`src/rtl/dct_pkg.sv`:
```
package dct_pkg;

   typedef enum logic [1:0] {
      SEL_START = 2'd0,
      SEL_LIVE  = 2'd1,
      SEL_PRE   = 2'd2,
      SEL_CTRL  = 2'd3
   } dct_sel_e;

   localparam int CTRL_MASK_BIT = 16;
   localparam int CTRL_PER_BIT  = 17;

   typedef struct packed {
      logic periodic;
      logic mask;
   } dct_ctrl_t;

   // divide code -> shift amount, wrapping modulo 8 (code 7 -> no division)
   function automatic logic [2:0] code_to_shift(input logic [2:0] code);
      return code + 3'd1;
   endfunction

endpackage

```
`src/rtl/dct_prescale.sv`:
```
module dct_prescale #(
   parameter int SHIFT_W = 3
) (
   input  logic               clk,
   input  logic               rst_n,
   input  logic               restart,
   input  logic [SHIFT_W-1:0] shift,
   output logic               tick
);
   localparam int PRE_W = (1 << SHIFT_W) - 1;

   logic [PRE_W-1:0] cnt;
   logic [PRE_W:0]   limit;

   generate
      if (SHIFT_W < 1 || SHIFT_W > 4) begin : g_bad_shift_w
         $error("dct_prescale: SHIFT_W out of range");
      end
   endgenerate

   always_comb begin
      limit = ({{PRE_W{1'b0}}, 1'b1} << shift) - 1'b1;
      tick  = !restart && ({1'b0, cnt} >= limit);
   end

   always_ff @(posedge clk or negedge rst_n) begin
      if (!rst_n)                cnt <= '0;
      else if (restart || tick)  cnt <= '0;
      else                       cnt <= cnt + 1'b1;
   end

   // a restart or a tick returns the prescaler phase to zero
   assert_phase_clear_R5: assert property (@(posedge clk) disable iff (!rst_n)
      (tick || restart) |=> (cnt == '0));

endmodule

```
`src/rtl/dct_counter.sv`:
```
module dct_counter #(
   parameter int COUNT_W = 32
) (
   input  logic               clk,
   input  logic               rst_n,
   input  logic               load,
   input  logic [COUNT_W-1:0] load_val,
   input  logic [COUNT_W-1:0] reload,
   input  logic               tick,
   input  logic               periodic,
   input  logic               mask,
   output logic [COUNT_W-1:0] cur,
   output logic               irq
);
   localparam logic [COUNT_W-1:0] ONE = COUNT_W'(1);

   logic running;
   logic at_end;

   always_comb begin
      running = tick && (reload != '0);
      at_end  = (cur == ONE);
   end

   always_ff @(posedge clk or negedge rst_n) begin
      if (!rst_n) begin
         cur <= '0;
         irq <= 1'b0;
      end else if (load) begin
         cur <= load_val;
         irq <= 1'b0;
      end else begin
         irq <= running && at_end && !mask;
         if (running) begin
            if (cur != '0)     cur <= cur - 1'b1;
            else if (periodic) cur <= reload;
         end
      end
   end

   // the request never stays high on two cycles in a row
   assert_irq_pulse_R8: assert property (@(posedge clk) disable iff (!rst_n)
      irq |=> !irq);
   // a request only follows a cycle with the mask clear
   assert_irq_unmasked_R7: assert property (@(posedge clk) disable iff (!rst_n)
      irq |-> $past(!mask));
   // no request while the start value was zero
   assert_stop_quiet_R9: assert property (@(posedge clk) disable iff (!rst_n)
      irq |-> $past(reload != '0));
   // a finished one-shot count holds at zero
   assert_oneshot_hold_R4: assert property (@(posedge clk) disable iff (!rst_n)
      (!load && !periodic && cur == '0) |=> (cur == '0));
   // the live count never exceeds the start value
   assert_bound_R6: assert property (@(posedge clk) disable iff (!rst_n)
      !load |-> (cur <= reload));

endmodule

```
`src/rtl/div_countdown_timer.sv`:
```
module div_countdown_timer
   import dct_pkg::*;
#(
   parameter int COUNT_W = 32,
   parameter int SHIFT_W = 3
) (
   input  logic               clk,
   input  logic               rst_n,
   input  logic               wr_en,
   input  logic [1:0]         wr_sel,
   input  logic [COUNT_W-1:0] wr_data,
   input  logic [1:0]         rd_sel,
   output logic [COUNT_W-1:0] rd_data,
   output logic               irq
);
   localparam int CODE_W = 3;

   generate
      if (COUNT_W < CTRL_PER_BIT + 1) begin : g_bad_count_w
         $error("div_countdown_timer: COUNT_W too narrow for control bits");
      end
      if (SHIFT_W != CODE_W) begin : g_bad_shift_w
         $error("div_countdown_timer: SHIFT_W must match the 3-bit divide code");
      end
   endgenerate

   logic [COUNT_W-1:0] start_q;
   logic [CODE_W-1:0]  code_q;
   dct_ctrl_t          ctrl_q;
   logic               load;
   logic               tick;
   logic [COUNT_W-1:0] live;
   logic [SHIFT_W-1:0] shift;

   always_comb begin
      load  = wr_en && (wr_sel == SEL_START);
      shift = SHIFT_W'(code_to_shift(code_q));
   end

   always_ff @(posedge clk or negedge rst_n) begin
      if (!rst_n) begin
         start_q <= '0;
         code_q  <= '0;
         ctrl_q  <= '{periodic: 1'b0, mask: 1'b1};
      end else if (wr_en) begin
         case (wr_sel)
            SEL_START: start_q <= wr_data;
            SEL_PRE:   code_q  <= {wr_data[3], wr_data[1:0]};
            SEL_CTRL:  ctrl_q  <= '{periodic: wr_data[CTRL_PER_BIT],
                                    mask:     wr_data[CTRL_MASK_BIT]};
            default:   ;
         endcase
      end
   end

   always_comb begin
      rd_data = '0;
      case (rd_sel)
         SEL_START: rd_data = start_q;
         SEL_LIVE:  rd_data = live;
         SEL_PRE:   rd_data[3:0] = {code_q[2], 1'b0, code_q[1:0]};
         default: begin
            rd_data[CTRL_MASK_BIT] = ctrl_q.mask;
            rd_data[CTRL_PER_BIT]  = ctrl_q.periodic;
         end
      endcase
   end

   dct_prescale #(.SHIFT_W(SHIFT_W)) i_pre (
      .clk     (clk),
      .rst_n   (rst_n),
      .restart (load),
      .shift   (shift),
      .tick    (tick)
   );

   dct_counter #(.COUNT_W(COUNT_W)) i_cnt (
      .clk      (clk),
      .rst_n    (rst_n),
      .load     (load),
      .load_val (wr_data),
      .reload   (start_q),
      .tick     (tick),
      .periodic (ctrl_q.periodic),
      .mask     (ctrl_q.mask),
      .cur      (live),
      .irq      (irq)
   );

   // a start-value write is visible in the live count on the next cycle
   assert_load_R5: assert property (@(posedge clk) disable iff (!rst_n)
      load |=> (live == start_q));
   // writes aimed at the live count leave the stored start value alone
   assert_live_ro_R10: assert property (@(posedge clk) disable iff (!rst_n)
      (wr_en && wr_sel == SEL_LIVE) |=> $stable(start_q));

endmodule

```
`config.mk`:
```
export PLATFORM = sky130hd
export DESIGN_NAME = div_countdown_timer
export DESIGN_NICKNAME = d
export VERILOG_FILES = /design/src/rtl/dct_pkg.sv /design/src/rtl/dct_prescale.sv /design/src/rtl/dct_counter.sv /design/src/rtl/div_countdown_timer.sv
export SDC_FILE = /design/constraint.sdc
export NUM_CORES = 1
export LEC_CHECK = 0
export ABC_AREA = 0
export ABC_CLOCK_PERIOD_IN_PS = 7400
export BUFFER_PORTS_ARGS = -buffer_cell sky130_fd_sc_hd__buf_2
export CAP_MARGIN = 5
export CORE_UTILIZATION = 40
export DETAILED_ROUTE_END_ITERATION = 7
export PLACE_DENSITY = 0.62
export SETUP_SLACK_MARGIN = 0.02
export SYNTH_ARGS = -nofsm -noshare
export SYNTH_HDL_FRONTEND = slang
export SYNTH_SLANG_ARGS = --single-unit
```
`constraint.sdc`:
```
create_clock -name clk -period 7.4 [get_ports clk]
set_clock_uncertainty 0.15 [all_clocks]
set_input_delay 0 -clock clk [delete_from_list [all_inputs] [get_ports clk]]
set_output_delay 0 -clock clk [all_outputs]
set_load 0.1 [all_outputs]
```
* After elaboration in Yosys (flattened, before gate mapping)
Cells that the tools add are included.
Operators by class: order comparisons 1, shift operators 1, reduce and logical (&&, ||, !) cells 18, mux-type cells 10, eq/ne operators 5, add/subtract/negate cells 4
Operators with widths (count):
- $mux W32 | 4
- $reduce_bool A32 Y1 | 2
- $eq A32 B1 Y1 const B | 1
- $sub A32 B1 Y32 const B | 1
- $pmux W14 S2 | 1
- $pmux W12 S2 | 1
- $pmux W4 S3 | 1
- $ge A7 B8 Y1 | 1
- $reduce_and A2 Y1 | 4
- $shl A1 B3 Y8 const A | 1
- $sub A8 B1 Y8 const B | 1
- $add A7 B1 Y7 const B | 1
- $mux W7 | 1
- $eq A2 B2 Y1 const B | 3
- $pmux W2 S3 | 1
- $logic_and A1 B1 Y1 | 5
- $logic_not A2 Y1 | 2
- $add A3 B1 Y3 const B | 1
- $reduce_bool A3 Y1 | 1
- $eq A2 B1 Y1 const B | 1
- $logic_not A1 Y1 | 2
- $reduce_bool A2 Y1 | 1
- $logic_or A1 B1 Y1 | 1
- $mux W1 | 1
Word-level totals: logic and storage cells 46, flip-flop bits (word level) 77, input bits 39, output and inout bits 33

* Longest topological paths before layout
word-level depth 9, mapped depth 16, gate-level depth less buffers 13

* Modules after synthesis
From an unflattened synthesis, not the netlist that was laid out.
Unflattened totals: cell total of the unflattened synthesis 535, area, all modules 5182.5 µm²
By module, submodules not included:
- dct_counter | cells an instance 323, times used 1, area each 2711.4 µm², sequential area each 825.8 µm²
- div_countdown_timer | cells an instance 158, times used 1, area each 1948.1 µm², sequential area each 927.1 µm²
- dct_prescale | cells an instance 54, times used 1, area each 523.0 µm², sequential area each 175.2 µm²

* Least setup slack after synthesis
No wires, ideal clock.
kind register -> register, start reg code_q[1], end reg i_cnt.cur[30], library setup time 0.129 ns, path slack 4.014 ns, arrival time 3.107 ns, buffers on the path 3, cell stages (with the launch flop) 17, clock period less this slack 3.386 ns, data required time 7.121 ns, path through dfrtp_1 > clkbuf_1 > or3_1 > ha_1 > nor2_1 > a21oi_1 > nor2_1 > a31oi_1 > ha_1 > a2111oi_0 > o21ai_0 > o211ai_1 > clkbuf_1 > nor2_1 > clkbuf_1 > a21oi_1 > o21ai_0
Between the ends: longest elaborated chain between the ends 8
RTL lines:
- start, declared | RTL line div_countdown_timer.sv:28 | logic [CODE_W-1:0] code_q;
- start signal, assigned | RTL line div_countdown_timer.sv:48 | SEL_PRE: code_q <= {wr_data[3], wr_data[1:0]};
- $add A3 B1 Y3 | RTL line dct_pkg.sv:20 | return code + 3'd1;
- $shl A1 B3 Y8 | RTL line dct_prescale.sv:22 | limit = ({{PRE_W{1'b0}}, 1'b1} << shift) - 1'b1;
- $sub A8 B1 Y8 | RTL line dct_prescale.sv:22
- $ge A7 B8 Y1 | RTL line dct_prescale.sv:23 | tick = !restart && ({1'b0, cnt} >= limit);
- $logic_and A1 B1 Y1 | RTL line dct_prescale.sv:23
- $logic_and A1 B1 Y1 | RTL line dct_counter.sv:21 | running = tick && (reload != '0);
- $reduce_bool A2 Y1 (no line)
- $reduce_and A2 Y1 (no line)
- end signal, assigned | RTL line dct_counter.sv:30 | cur <= load_val;
- end signal, assigned | RTL line dct_counter.sv:35 | if (cur != '0) cur <= cur - 1'b1;
- end signal, assigned | RTL line dct_counter.sv:36 | else if (periodic) cur <= reload;
- end, declared | RTL line dct_counter.sv:12 | output logic [COUNT_W-1:0] cur,
Every way passes these cells. A chain may end at the register's enable or synchronous reset.

* Final worst setup path
start reg code_q[1], end reg i_cnt.cur[29]
The elaborated chain is that of the path after synthesis.

==> flow_metrics.tcl <==
set metrics [dict create \
    status "finished, final reports clean" \
    gp_congestion 0.8796 \
    grt_use_total_pct 24.96 \
    dr.pass1.iters 7 \
    wire_per_inst_um 17.62 \
    clockRootBuffer "clkbuf_16" \
    leakagePower_nw 2.899 \
    path_class "reg2reg" \
    r2r_slack_ns 3.35 \
    viasPerCell 5.890 \
    cp_max_fo 12 \
    fin_util_pct 50.18 \
    h-tree-depth 3 \
    io_pins 72 \
    die_w_um 113.1 \
    die_y_um 113.1 \
    rows 40 \
    cts_buffer_depth 2 \
    dieArea_sq_um 12800 \
    fin_nets 753 \
    clkSinkCount 77 \
    synthesis.nets 672 \
    worst_r2r_path_depth 14 \
    area_delta_synth_final_pct 22.04 \
    seq_area_frac_synth_pct 39.04 \
    cp-startpoint "code_q[1]" \
    crit_path_end_kind "register" \
    min_path_type "in2reg" \
    synthArstFlopShare_pct 100.0 \
    wirelength_um 15030 \
    fin_cells 853 \
    synth.cells.most_frequent "nand2_1, dfrtp_1, nor2_1" \
    endpoint "i_cnt.cur[29]" \
    grt_pass1_vias 4786 \
    start_util_pct 41.11 \
    synth_edf_count 0 \
    diodes 0 \
    hold_slack_ns 0.03283 \
    fmax_ghz 0.2468 \
    yosysMostFrequentCell "nand2_1" \
    setup_violations 0 \
    p_total_mw 1.802 \
    dp_hpwl_um 10020 \
    worst_slack_ns 3.348 \
    placedInstanceArea_sq_um 5348 \
    post-route-period-util_pct 54.76 \
    antenna_left 0 \
    dp_cells 803 \
    timing.final.max_slew_violations 0 \
    relSlewSlack_pct 30.49 \
    cts_resized 0 \
    pre_cts_slack_ns 3.437 \
    ys_ff_latch 77 \
    tns_ns 0 \
    post_cts_buffers 0 \
    cts_tree "yes" \
    start_kind "register" \
    grt_start_max_net_pins 78 \
    drt_iter0_drc 466 \
    syn_inst 621 \
    hold_viol 0 \
    r2r_end "i_cnt.cur[29]" \
    r2r_start "code_q[1]" \
    final_cell_area_sq_um 6027 \
    numCtsBuffers 9 \
    drc_errors 0 \
    io_buffers 71 \
    grt_pass1_wl_um 24980 \
    ys_warn_count 0 \
    synth_area_leaders "dfrtp_1, nand2_1, mux2i_1, o21ai_0, nor2_1" \
    hp-start "wr_sel[0]" \
    clkLatencyLatePin_ns 0.34 \
    clk_pin_slew_ns 0.06 \
    syn-cell-area_sq_um 4938 \
    vias 5024 \
    synth_top_cell_area_share_pct 38.51 \
    grt-ovfl-total 0 \
    netlist-cell-type-count 61 \
    yosys.area.top_type "dfrtp_1" \
    synth_area_per_cell_sq_um 7.952 \
    antenna_found_initial 0 \
    cp.required_ns 7.47 \
    rsz0062_at_grt "false" \
    placeableCoreArea_sq_um 12010 \
    peakVddDrop_uv 135.1 \
    crit_arrival_ns 4.12 \
    post_route_cells_drive_above_1_share_pct 15.01 \
    worstMarginPinSlew_ns 1.036 \
    cap_violations 0 \
    power.density_nw_per_um2 299.0 \
    synth_ff_type "dfrtp_1" \
    min_period_ns 4.052 \
]
## registers in the layout, indices dropped and copies added, names as in the netlist
| name | count |
|---|---|
| i_cnt.irq | 1 |
| i_pre.cnt | 7 |
| code_q | 3 |
| start_q | 32 |
| i_cnt.cur | 32 |
| ctrl_q | 2 |
## report_power, final
group	switching, mW	internal [mW]
Clock	0.171	0.326
Combinational	0.451	0.204
Sequential	0.139	0.512
Total	0.760	1.04
## cells in the final DEF, fill, tap and decap left out, types with 12 or more instances in the layout
master         synthesis  routed
mux2i_1               31      31
nor4_1                15      15
nand3_1               12      12
o21ai_0               61      60
dlygate4sd3_1          0      35
nand2_1              118     117
nor3_1                13      13
ha_1                  12      12
nor2_1                75      75
dfrtp_1               76      76
a21oi_1               47      47
buf_2                  3      70
inv_1                 13      13
## cell families (layout without fill, tap and decap cells)
family / Yosys count / in the layout / share of synthesized area, %
buffers and inverters: 54 / 139 / 4.484
AOI/OAI and AO/OA: 159 / 159 / 19.05
adders and majority gates: 12 / 12 / 3.040
DFF: 77 / 77 / 39.04
and+or+nand+nor: 272 / 272 / 24.85
muxes: 39 / 39 / 8.108
xor gates and xnor gates: 8 / 8 / 1.419
## worst min-delay path by stage
stage,endpoint,slack [ns],depth (start not counted)
after floorplan,code_q[0],-0.45,0
after global placement,start_q[6],0.06,3
after detailed placement,start_q[18],0.07,3
after CTS,ctrl_q[1],0.01,3
after global routing,ctrl_q[1],0.04,3
final,start_q[9],0.03,4
## cell type report
cell class / count / area [sq um]
clock buffers: 10 / 229.0
clock inverters: 5 / 100.1
fillers: 1169 / 5984
inverters: 13 / 48.80
multi-input cells: 490 / 2791
flip-flops and latches: 77 / 1928
well taps: 147 / 183.9
repair buffers: 111 / 745.7
## per-layer routing
layer | vias to the layer above | track usage [%] | wire (um)
li1 | 2370 | - | -
met1 | 2383 | 35.37 | 6868
met2 | 244 | 38.49 | 6740
met3 | 27 | 4.285 | 1094
met4 | 0 | 8.684 | 328
met5 | - | 0 | 0
## critical path, stage by stage, from the launching register on
cell and delay [ns]:
dfrtp_1 0.48, or3_1 0.41, ha_1 0.28, nor2_1 0.12, a21oi_1 0.05, nor2_1 0.10, a31oi_1 0.05, ha_1 0.25
a2111oi_0 0.33, o21ai_0 0.22, o211a_1 0.24, o21ai_1 0.57, buf_4 0.35, nor3_1 0.08, a221o_1 0.26
## repair_timing
action | CTS | global route
endpoints found under the hold margin | 144 | 0
setup endpoints to repair | 0 | 0
hold buffers | 35 | 0
Note: power is estimated with default switching activity, not from simulation.
